<file path="src/rtl/swap_pkg.sv">
package swap_pkg;

  typedef enum logic [1:0] {
    SW_PAIR = 2'b00,
    SW_REV  = 2'b01,
    SW_HALF = 2'b10,
    SW_NONE = 2'b11
  } swap_op_e;

  typedef struct packed {
    logic zero;
    logic sign;
    logic carry;
    logic ovf;
  } swap_flags_t;

endpackage

</file>
<file path="src/rtl/swap_lanes.sv">
module swap_lanes
  import swap_pkg::*;
#(
  parameter int BYTE_W    = 8,
  parameter int NUM_BYTES = 4
) (
  input  logic [BYTE_W*NUM_BYTES-1:0] operand,
  input  swap_op_e                    op,
  output logic [BYTE_W*NUM_BYTES-1:0] result
);
  localparam int DATA_W = BYTE_W * NUM_BYTES;
  localparam int HALF_B = NUM_BYTES / 2;

  logic [DATA_W-1:0] pair_v, rev_v, half_v;

  for (genvar i = 0; i < NUM_BYTES; i++) begin : g_lane
    localparam int PAIR_SRC = i ^ 1;
    localparam int REV_SRC  = NUM_BYTES - 1 - i;
    localparam int HALF_SRC = (i + HALF_B) % NUM_BYTES;
    assign pair_v[i*BYTE_W +: BYTE_W] = operand[PAIR_SRC*BYTE_W +: BYTE_W];
    assign rev_v [i*BYTE_W +: BYTE_W] = operand[REV_SRC*BYTE_W  +: BYTE_W];
    assign half_v[i*BYTE_W +: BYTE_W] = operand[HALF_SRC*BYTE_W +: BYTE_W];
  end

  always_comb begin
    unique case (op)
      SW_PAIR: result = pair_v;
      SW_REV:  result = rev_v;
      SW_HALF: result = half_v;
      default: result = '0;
    endcase
  end

endmodule

</file>
<file path="src/rtl/swap_flags.sv">
module swap_flags
  import swap_pkg::*;
#(
  parameter int BYTE_W       = 8,
  parameter int NUM_BYTES    = 4,
  parameter bit BORROW_TRICK = 1'b1
) (
  input  logic [BYTE_W*NUM_BYTES-1:0] result,
  input  swap_op_e                    op,
  output swap_flags_t                 flags,
  output logic                        flags_we
);
  localparam int DATA_W = BYTE_W * NUM_BYTES;
  localparam int HALF_B = NUM_BYTES / 2;
  localparam logic [DATA_W-1:0] LSB_EACH = {NUM_BYTES{{{(BYTE_W-1){1'b0}}, 1'b1}}};
  localparam logic [DATA_W-1:0] MSB_EACH = {NUM_BYTES{{1'b1, {(BYTE_W-1){1'b0}}}}};

  logic [NUM_BYTES-1:0] byte_zero;
  logic                 any_byte_zero;
  logic                 pair_c, half_c;

  for (genvar i = 0; i < NUM_BYTES; i++) begin : g_bz
    assign byte_zero[i] = (result[i*BYTE_W +: BYTE_W] == '0);
  end

  if (BORROW_TRICK) begin : g_borrow
    logic [DATA_W-1:0] dec;
    assign dec           = result - LSB_EACH;
    assign any_byte_zero = |(dec & ~result & MSB_EACH);
  end else begin : g_reduce
    assign any_byte_zero = |byte_zero;
  end

  assign pair_c = byte_zero[0] | byte_zero[1];
  assign half_c = (&byte_zero[HALF_B-1:0]) | (&byte_zero[NUM_BYTES-1:HALF_B]);

  always_comb begin
    flags    = '0;
    flags_we = 1'b0;
    if (op != SW_NONE) begin
      flags_we   = 1'b1;
      flags.zero = (result == '0);
      flags.sign = result[DATA_W-1];
      unique case (op)
        SW_PAIR: flags.carry = pair_c;
        SW_REV:  flags.carry = any_byte_zero;
        SW_HALF: flags.carry = half_c;
        default: flags.carry = 1'b0;
      endcase
      flags.ovf = 1'b0;
    end
  end

endmodule

</file>
<file path="src/rtl/swap_out_stage.sv">
module swap_out_stage
  import swap_pkg::*;
#(
  parameter int DATA_W = 32
) (
  input  logic              clk,
  input  logic              rst_n,
  input  logic              in_valid,
  output logic              in_ready,
  input  logic [DATA_W-1:0] in_result,
  input  swap_flags_t       in_flags,
  input  logic              in_flags_we,
  output logic              out_valid,
  input  logic              out_ready,
  output logic [DATA_W-1:0] out_result,
  output swap_flags_t       out_flags,
  output logic              out_flags_we
);
  logic              valid_q;
  logic [DATA_W-1:0] result_q;
  swap_flags_t       flags_q;
  logic              we_q;

  assign in_ready = !valid_q || out_ready;

  always_ff @(posedge clk or negedge rst_n) begin
    if (!rst_n) begin
      valid_q  <= 1'b0;
      result_q <= '0;
      flags_q  <= '0;
      we_q     <= 1'b0;
    end else if (in_ready) begin
      valid_q <= in_valid;
      if (in_valid) begin
        result_q <= in_result;
        flags_q  <= in_flags;
        we_q     <= in_flags_we;
      end
    end
  end

  assign out_valid    = valid_q;
  assign out_result   = result_q;
  assign out_flags    = flags_q;
  assign out_flags_we = we_q;


  hold_stable_chk: assert property (@(posedge clk) disable iff (!rst_n)
    (valid_q && !out_ready) |=> (valid_q && $stable(result_q) && $stable(flags_q) && $stable(we_q)));


  accept_latency_chk: assert property (@(posedge clk) disable iff (!rst_n)
    (in_valid && in_ready) |=> valid_q);

endmodule

</file>
<file path="src/rtl/swap_unit.sv">
module swap_unit
  import swap_pkg::*;
#(
  parameter int BYTE_W       = 8,
  parameter int NUM_BYTES    = 4,
  parameter bit BORROW_TRICK = 1'b1
) (
  input  logic                        clk,
  input  logic                        rst_n,
  input  logic                        in_valid,
  output logic                        in_ready,
  input  logic [BYTE_W*NUM_BYTES-1:0] in_operand,
  input  logic [1:0]                  in_op,
  output logic                        out_valid,
  input  logic                        out_ready,
  output logic [BYTE_W*NUM_BYTES-1:0] out_result,
  output logic                        out_zero,
  output logic                        out_sign,
  output logic                        out_carry,
  output logic                        out_overflow,
  output logic                        out_flags_we
);
  localparam int DATA_W = BYTE_W * NUM_BYTES;
  localparam int HALF_W = DATA_W / 2;

  swap_op_e          op_e;
  logic [DATA_W-1:0] swapped;
  swap_flags_t       flags_c, flags_q;
  logic              we_c;

  assign op_e = swap_op_e'(in_op);

  swap_lanes #(.BYTE_W(BYTE_W), .NUM_BYTES(NUM_BYTES)) u_lanes (
    .operand (in_operand),
    .op      (op_e),
    .result  (swapped)
  );

  swap_flags #(.BYTE_W(BYTE_W), .NUM_BYTES(NUM_BYTES), .BORROW_TRICK(BORROW_TRICK)) u_flags (
    .result   (swapped),
    .op       (op_e),
    .flags    (flags_c),
    .flags_we (we_c)
  );

  swap_out_stage #(.DATA_W(DATA_W)) u_out (
    .clk          (clk),
    .rst_n        (rst_n),
    .in_valid     (in_valid),
    .in_ready     (in_ready),
    .in_result    (swapped),
    .in_flags     (flags_c),
    .in_flags_we  (we_c),
    .out_valid    (out_valid),
    .out_ready    (out_ready),
    .out_result   (out_result),
    .out_flags    (flags_q),
    .out_flags_we (out_flags_we)
  );

  assign out_zero     = flags_q.zero;
  assign out_sign     = flags_q.sign;
  assign out_carry    = flags_q.carry;
  assign out_overflow = flags_q.ovf;


  half_exchange_chk: assert property (@(posedge clk) disable iff (!rst_n)
    (in_valid && in_ready && in_op == 2'b10) |=>
      (out_result == {$past(in_operand[HALF_W-1:0]), $past(in_operand[DATA_W-1:HALF_W])}));


  no_write_chk: assert property (@(posedge clk) disable iff (!rst_n)
    (out_valid && !out_flags_we) |-> (out_result == '0 && !out_zero && !out_sign && !out_carry));


  zero_sign_chk: assert property (@(posedge clk) disable iff (!rst_n)
    (out_valid && out_flags_we) |-> (out_zero == (out_result == '0) && out_sign == out_result[DATA_W-1]));


  no_overflow_chk: assert property (@(posedge clk) disable iff (!rst_n)
    out_valid |-> !out_overflow);


  reset_idle_chk: assert property (@(posedge clk)
    !rst_n |-> (!out_valid && in_ready));

endmodule

</file>
<file path="config.mk">
export PLATFORM = sky130hd
export DESIGN_NAME = swap_unit
export DESIGN_NICKNAME = d
export VERILOG_FILES = /design/src/rtl/swap_pkg.sv /design/src/rtl/swap_lanes.sv /design/src/rtl/swap_flags.sv /design/src/rtl/swap_out_stage.sv /design/src/rtl/swap_unit.sv
export SDC_FILE = /design/constraint.sdc
export NUM_CORES = 1
export LEC_CHECK = 0
export BUFFER_PORTS_ARGS = -buffer_cell sky130_fd_sc_hd__buf_2
export CAP_MARGIN = 20
export CORE_MARGIN = 2
export CORE_UTILIZATION = 50
export CTS_CLUSTER_DIAMETER = 120
export DETAILED_ROUTE_END_ITERATION = 10
export PLACE_DENSITY_LB_ADDON = 0.15
export SETUP_SLACK_MARGIN = 0.15
export SYNTH_ARGS = -nofsm -noshare
export SYNTH_HDL_FRONTEND = slang
export SYNTH_HIERARCHICAL = 1
export SYNTH_SLANG_ARGS = --single-unit
</file>
<file path="constraint.sdc">
create_clock -name clk -period 3.65 [get_ports clk]
set_clock_uncertainty 0.15 [all_clocks]
set_input_delay 0.365 -clock clk [delete_from_list [all_inputs] [get_ports clk]]
set_output_delay 0.365 -clock clk [all_outputs]
set_load 0.01 [all_outputs]
</file>
==> implementation parameters, run 1 <==
Parameter                              Value

Global route
  Antenna violations before repair ... 0
  Global Route Usage Sum ... 21.22%
  Grt total ovfl ... 0
  Global-route wire length before repair ... 8970 um
  Pin count of the biggest net entering global routing ... 69
  Via count of the first global-routing pass ... 1768

Critical path
  Crit path kind ... in2reg
  Critical register-to-register path endpoint ... u_out/out_flags[3]
  Cell count of the worst reg-to-reg path ... 3
  Startpoint class of the critical path ... input port
  Setup crit end kind ... register
  Req. time, crit path ... 3.67 ns
  Internal reg-to-reg setup slack ... 1.99 ns
  Reg2Reg Launch Point ... u_out/out_valid
  Signal arrival time at the worst endpoint ... 2.67 ns
  Maximum fanout along the worst path ... 68

Die
  Number of rows created at floorplan ... 26
  Io pins ... 77
  Die boundary height ... 75.61 um
  Effective utilization at floorplan ... 50.84%
  Width of the chip ... 75.61 um
  Placeable core region ... 5042 um2
  Die area ... 5716 um2

CTS
  CTS H-tree lvls ... 2
  Post-CTS resize count ... 0
  Number of CTS-inserted buffers ... 5
  CTS max path bufs ... 2
  Hold buffers post-CTS ... 0
  TritonCTS clock tree ... built
  Post-CTS clock slew at the launch and capture registers of the worst setup and hold paths ... 0.07 ns
  Post CTS Setup Buffer Count ... 0
  Clock insertion delay at the later pin of the skew report ... 0.28 ns
  Clock root buffer ... sky130_fd_sc_hd__clkbuf_8
  Clk sink count ... 38

Synth
  Most numerous cell in the Yosys netlist ... sky130_fd_sc_hd__dfrtp_1
  Proportion of register bits with asynchronous set or reset after synthesis ... 100.0%
  Flip-flop cell with the highest count after synthesis ... sky130_fd_sc_hd__dfrtp_1
  Total standard cell area after synthesis ... 2564 um2
  Number of nets produced by synthesis ... 254
  Mapped Avg Cell Area ... 11.87 um2
  Warning count from the yosys run ... 6
  Sequential fraction of the synthesis area ... 37.09%
  Number of storage elements in the synthesis netlist ... 38
  EDFF count, synth ... 0
  Distinct cell type count of the synthesized netlist ... 26
  Synth area leader ... sky130_fd_sc_hd__dfrtp_1
  Cells after Synth ... 216
  Share of the synthesized area in the top cell type ... 37.09%
  Leading cell types by total area after synthesis ... sky130_fd_sc_hd__dfrtp_1, sky130_fd_sc_hd__mux2_4, sky130_fd_sc_hd__mux2i_1
  Most instantiated cells after synthesis ... sky130_fd_sc_hd__dfrtp_1, sky130_fd_sc_hd__mux2i_1, sky130_fd_sc_hd__nand3b_1

Route
  Total via count in the routed design ... 1932
  DR vias/cell ... 5.473
  Number of nets still failing antenna checks after routing ... 0
  DR WL met2 ... 2868 um
  Length of routed wiring on met1 ... 2628 um
  Drt total wl ... 5829 um
  Highest metal layer with signal wires ... met4
  Met3 WL ... 284 um
  Routed WL per cell ... 16.51 um
  Violation count after the first detailed-route iteration ... 108
  Number of detailed-route iterations in the first pass ... 4
  # DRC ... 0

Finish
  Final antenna diode count ... 0
  Area used by multi-input combinational logic ... 1424 um2
  Area used by sequential logic in the layout ... 950.9 um2
  Final Instance Count excl. Fillers ... 353
  Layout-stage area growth over the synthesis result ... 14.93%
  Final Util ... 58.44%
  Number of fill cells in the layout ... 443
  NumNets Final ... 321
  Fraction of layout cells with a size suffix above 1 ... 43.82%

STA
  Worst slew margin ... 28.04%
  Final-report hold violation count ... 0
  Shortest period the worst path allows ... 2.651 ns
  Peak Freq ... 0.3772 GHz
  Number of max-slew violations in the final report ... 0
  Worst hold slack across all endpoints ... 0.03605 ns
  Total Negative Setup Slacks ... 0 ns
  Final Setup Violations ... 0
  Slew @ Worst Pin ... 1.079 ns
  Share of the cycle needed by the critical path after routing ... 72.63%
  RSZ-0062 raised after global routing ... no

Placed design
  Final weighted congestion in routability-driven placement ... 0.8166
  Cell count after placement ... 345
  Detail Placement HPWL ... 4188 um
  Count of input and output buffers ... 76

Run
  Number of maximum-capacitance violations ... 0

Power and ir drop
  Total power per unit cell area ... 395.2 nW/um2
  Peak VDD IR ... 0.2237 mV
  Standby leakage power ... 1.477 nW
  Overall power of the completed layout ... 0.001164 W

Hold path
  Kind of path behind the tightest hold check ... in2async

Status
  Status ... finished clean
==> how the worst max path moves through the flow <==
stage	slack, ns	endpoint	startpoint	cells after the start
CTS	0.75	u_out/out_flags[1]	in_op[1]	8
global route	0.81	u_out/out_flags[1]	in_op[0]	8
global placement	0.48	u_out/out_flags[1]	in_op[1]	8
finish	1.0	u_out/out_flags[1]	in_op[0]	8
detailed placement	0.46	u_out/out_flags[1]	in_op[1]	8
floorplan	1.51	u_out/out_flags[1]	in_op[1]	9
==> per-stage QoR <==
stage | setup slack [ns] | cell area [um2]
detailed placement | 0.4614 | 2850
CTS | 0.7463 | 2927
global route | 0.8098 | 2947
global placement | 0.4802 | 2850
finish | 0.9991 | 2947
floorplan | 1.511 | 2564
==> state kept, by name, summed over array words and instances (netlist names) <==
| register | count |
|---|---|
| u_out/out_result | 32 |
| u_out/out_valid | 1 |
| u_out/out_flags_we | 1 |
| u_out/out_flags | 4 |
==> where the power goes <==
group	leakage (nW)	switching, W	internal, W	total [W]
clock network	0.0383	0.000135	0.000131	0.000266
logic	0.966	0.000179	0.000194	0.000373
registers	0.472	0.0000371	0.000488	0.000525
total	1.48	0.000351	0.000813	0.00116
==> layout by cell type, fill, tap and decap left out, drive strengths merged <==
cell type and count:
and2 1, mux2i 32, conb 1, nand2b 2, or2b 1, o21ai 32
or4 1, nand4 2, a21oi 2, mux2 37, buf 78, nor3b 2
nand3b 32, nor4 8, clkbuf 7, nand2 6, dfrtp 38, nor2 1
==> final cells by class <==
cell class              instances  share of cell area, %
repair buffers                 78                  13.84
well taps                      70                  2.972
flip-flops and latches         38                  32.27
clock buffers                   7                  2.590
multi-input cells             160                  48.32
==> kinds of logic after synthesis <==
| logic type | synth area share (%) |
|---|---|
| mux | 33.14 |
| simple gates | 15.32 |
| flops | 37.09 |
| compound gates | 6.930 |
| buf+inv | 7.369 |
| other cells | 0.1463 |
==> worst max-delay path, stage by stage <==
cell and delay (ns):
sky130_fd_sc_hd__buf_2 0.80, sky130_fd_sc_hd__nand3b_1 0.16, sky130_fd_sc_hd__o21ai_0 0.23, sky130_fd_sc_hd__nor4_1 0.13, sky130_fd_sc_hd__nand4_1 0.12, sky130_fd_sc_hd__nor3b_1 0.06, sky130_fd_sc_hd__or4_1 0.54, sky130_fd_sc_hd__mux2_2 0.27
==> per-layer routing <==
layer / vias up / track usage (%)
met4: 0 / 6.628
met2: 66 / 33.33
met5: - / 0
met3: 6 / 4.762
li1: 933 / -
met1: 927 / 29.30
No activity file was read; power rests on OpenSTA's default activity.
==> inputs of run 2 (changes only) <==
--- a/config.mk
+++ b/config.mk
@@ -8,7 +8,7 @@
 export BUFFER_PORTS_ARGS = -buffer_cell sky130_fd_sc_hd__buf_2
 export CAP_MARGIN = 20
 export CORE_MARGIN = 2
-export CORE_UTILIZATION = 50
+export CORE_UTILIZATION = 47
 export CTS_CLUSTER_DIAMETER = 120
 export DETAILED_ROUTE_END_ITERATION = 10
 export PLACE_DENSITY_LB_ADDON = 0.15
==> constraint.sdc (replaced) <==
create_clock -name clk -period 2.1 [get_ports clk]
set_clock_uncertainty 0.15 [all_clocks]
set_input_delay 0.21 -clock clk [delete_from_list [all_inputs] [get_ports clk]]
set_output_delay 0.21 -clock clk [all_outputs]
set_load 0.01 [all_outputs]
==> run 2 against run 1 <==
Against the previous run:
- combinational power rose by 110%
- global-route usage fell by 0.60 points
- clock power rose by 130%
- setup slack got worse by 0.81 ns
- via count rose by 8.7%
- die area rose by 6.0%
==> implementation parameters, run 2 (synthesized netlist as in run 1, its figures left out) <==
Parameter                              Value

Die
  Width of the chip ... 77.86 um (+3.0%)
  Effective utilization at floorplan ... 49.56% (-1.3 points)
  Die boundary height ... 77.86 um (+3.0%)
  Placeable core region ... 5172 um2 (+2.6%)
  Number of rows created at floorplan ... 26 (unchanged)
  Io pins ... 77 (unchanged)
  Die area ... 6061 um2 (+6.0%)

Placed design
  Count of input and output buffers ... 76 (unchanged)
  Worst setup timing slack at the placement stage ... -0.2157 ns (-0.6771 ns)
  Cell count after placement ... 385 (+12%)
  Final weighted congestion in routability-driven placement ... 0.7973 (-2.4%)
  Detail Placement HPWL ... 4693 um (+12%)

CTS
  Clock root buffer ... sky130_fd_sc_hd__clkbuf_8
  CTS max path bufs ... 2 (unchanged)
  TritonCTS clock tree ... built
  Clk sink count ... 38 (unchanged)
  Clock insertion delay at the later pin of the skew report ... 0.28 ns (about the same)
  Post-CTS clock slew at the launch and capture registers of the worst setup and hold paths ... 0.07 ns (about the same)
  Number of CTS-inserted buffers ... 5 (unchanged)
  CTS H-tree lvls ... 2 (unchanged)

STA
  RSZ-0062 raised after global routing ... yes
  Peak Freq ... 0.5220 GHz
  Number of max-slew violations in the final report ... 0 (unchanged)
  Share of the cycle needed by the critical path after routing ... 91.22%
  Final-report hold violation count ... 0 (unchanged)
  Final setup slack of the worst path ... 0.1843 ns (-0.8148 ns)
  Final Setup Violations ... 0 (unchanged)
  Total Negative Setup Slacks ... 0 ns (unchanged)
  Worst slew margin ... 55.15% (+27 points)
  Slew @ Worst Pin ... 0.6727 ns (-0.4066 ns)
  Shortest period the worst path allows ... 1.916 ns

Global route
  Global Route Usage Sum ... 20.62% (-0.60 points)
  Antenna violations before repair ... 0 (unchanged)
  Pin count of the biggest net entering global routing ... 38 (-45%)
  Via count of the first global-routing pass ... 1973 (+12%)
  Global-route wire length before repair ... 9846 um (+9.8%)
  Grt total ovfl ... 0 (unchanged)

Critical path
  Slowest stage cell on the critical path ... sky130_fd_sc_hd__nor4_2
  Slowest stage delay, CP ... 0.39 ns (-0.41 ns)
  CP Buf/Inv Count ... 2 (+1)
  Setup crit end kind ... register
  Internal reg-to-reg setup slack ... 0.46 ns (-1.53 ns)
  Worst path cell trace ... buf_2 > buf_12 > mux2i_1 > o21ai_2 > nor4_2 > nand4_1 > nor3b_1 > mux2_2
  Startpoint class of the critical path ... input port
  Top delay family on crit path ... simple AND/OR/NAND/NOR gates
  Crit path kind ... in2reg
  Maximum fanout along the worst path ... 27 (-60%)
  Req. time, crit path ... 2.18 ns (-1.49 ns)
  Signal arrival time at the worst endpoint ... 1.99 ns (-0.68 ns)

Power and ir drop
  Peak VDD IR ... 0.3798 mV (+70%)
  Standby leakage power ... 1.738 nW (+18%)
  Combinational cell fraction of total power ... 33.8% (+1.8 points)
  Internal power consumption ... 0.001631 W (+100%)
  Total power per unit cell area ... 668.8 nW/um2 (+69%)
  Overall power of the completed layout ... 0.002287 W (+96%)
  Fraction of power consumed by sequential logic ... 39.8% (-5.3 points)
  Clock Power Share ... 26.5% (+3.6 points)
  Switching power ... 0.0006562 W (+87%)
  Net Sw Frac ... 28.69% (-1.4 points)

Status
  Status ... finished clean

Route
  DR vias/cell ... 5.303 (-3.1%)
  Violation count after the first detailed-route iteration ... 114 (+5.6%)
  Number of nets still failing antenna checks after routing ... 0 (unchanged)
  Number of detailed-route iterations in the first pass ... 4 (unchanged)
  # DRC ... 0 (unchanged)
  Routed WL per cell ... 15.77 um (-4.5%)
  Total via count in the routed design ... 2100 (+8.7%)
  Drt total wl ... 6245 um (+7.1%)

Finish
  NumNets Final ... 363 (+13%)
  Fraction of layout cells with a size suffix above 1 ... 55.83% (+12 points)
  Top library cells by usage in the layout, fill and taps aside ... sky130_fd_sc_hd__buf_2, sky130_fd_sc_hd__dfrtp_1, sky130_fd_sc_hd__buf_4
  Final Instance Count excl. Fillers ... 396 (+12%)
  Flip-flop count of the largest register, all copies and words added ... 32 (unchanged)
  Most common library cell in the layout ignoring fill and taps ... sky130_fd_sc_hd__buf_2
  Final antenna diode count ... 0 (unchanged)
  Layout-stage area growth over the synthesis result ... 33.38%

Hold path
  Kind of path behind the tightest hold check ... in2reg

Run
  Number of maximum-capacitance violations ... 0 (unchanged)
## run 2: cell type report
type | instances | area, um2
Clock inverter | 1 | 30.03
Multi-Input combinational cell | 160 | 1505
Tap cell | 70 | 87.58
Timing Repair Buffer | 120 | 769.5
Clock buffer | 7 | 76.32
Sequential cell | 38 | 950.9
Fill cell | 399 | 1753
## run 2: metal layers
metal  part of all wire (%)  wire, um  vias to the layer above  GRT usage [%]
met5                      0         0                        -              0
met3                    4.4       276                        2          3.256
met2                     50      3134                       56          34.14
met4                   0.24        15                        0          5.714
li1                       -         -                     1022              -
met1                     45      2818                     1020          27.90
## run 2: what timing repair did
item / 4_1_cts / 5_1_grt
endpoints found under the hold margin: 23 / 0
pin swaps: 0 / 2
setup endpoints to repair: 2 / 2
hold buffers: 2 / 0
buffers inserted: 0 / 1
gates resized for setup: 2 / 17
## run 2: power by group through the flow
stage / clock network [W] / logic (W) / registers (W)
finish: 0.000605 / 0.000772 / 0.000910
CTS: 0.000623 / 0.000754 / 0.000911
global route: 0.000656 / 0.000827 / 0.000925
global placement: 0 / 0.000736 / 0.000923
detailed placement: 0 / 0.000746 / 0.000925
floorplan: 0 / 0.000382 / 0.000978
## run 2: worst paths after layout
| check | depth (start not counted) | from | to |
|---|---|---|---|
| max | 8 | in_op[1] | u_out/out_flags[3] |
| max reg2reg | 3 | u_out/out_valid | u_out/out_result[31] |
| min | 3 | out_ready | u_out/out_valid |
| min reg2reg | 1 | u_out/out_flags[2] | u_out/out_flags[2] |
| min in group asynchronous | 2 | rst_n | u_out/out_result[19] |
| max in group asynchronous | 3 | rst_n | u_out/out_result[4] |
## run 2: per-stage QoR
stage	hold slack (ns)	utilization, %	instance area (um2)
floorplan	-0.2356	-	2576
global placement	0.07144	61.95	3204
detailed placement	0.06789	61.95	3204
CTS	0.1833	64.51	3337
global route	0.1912	66.11	3420
finish	0.1899	66.11	3420
## run 2: tightest hold or removal path, stage by stage
cell and delay [ns]:
sky130_fd_sc_hd__buf_2 0.10, sky130_fd_sc_hd__nand2b_4 0.14, sky130_fd_sc_hd__or2b_1 0.14
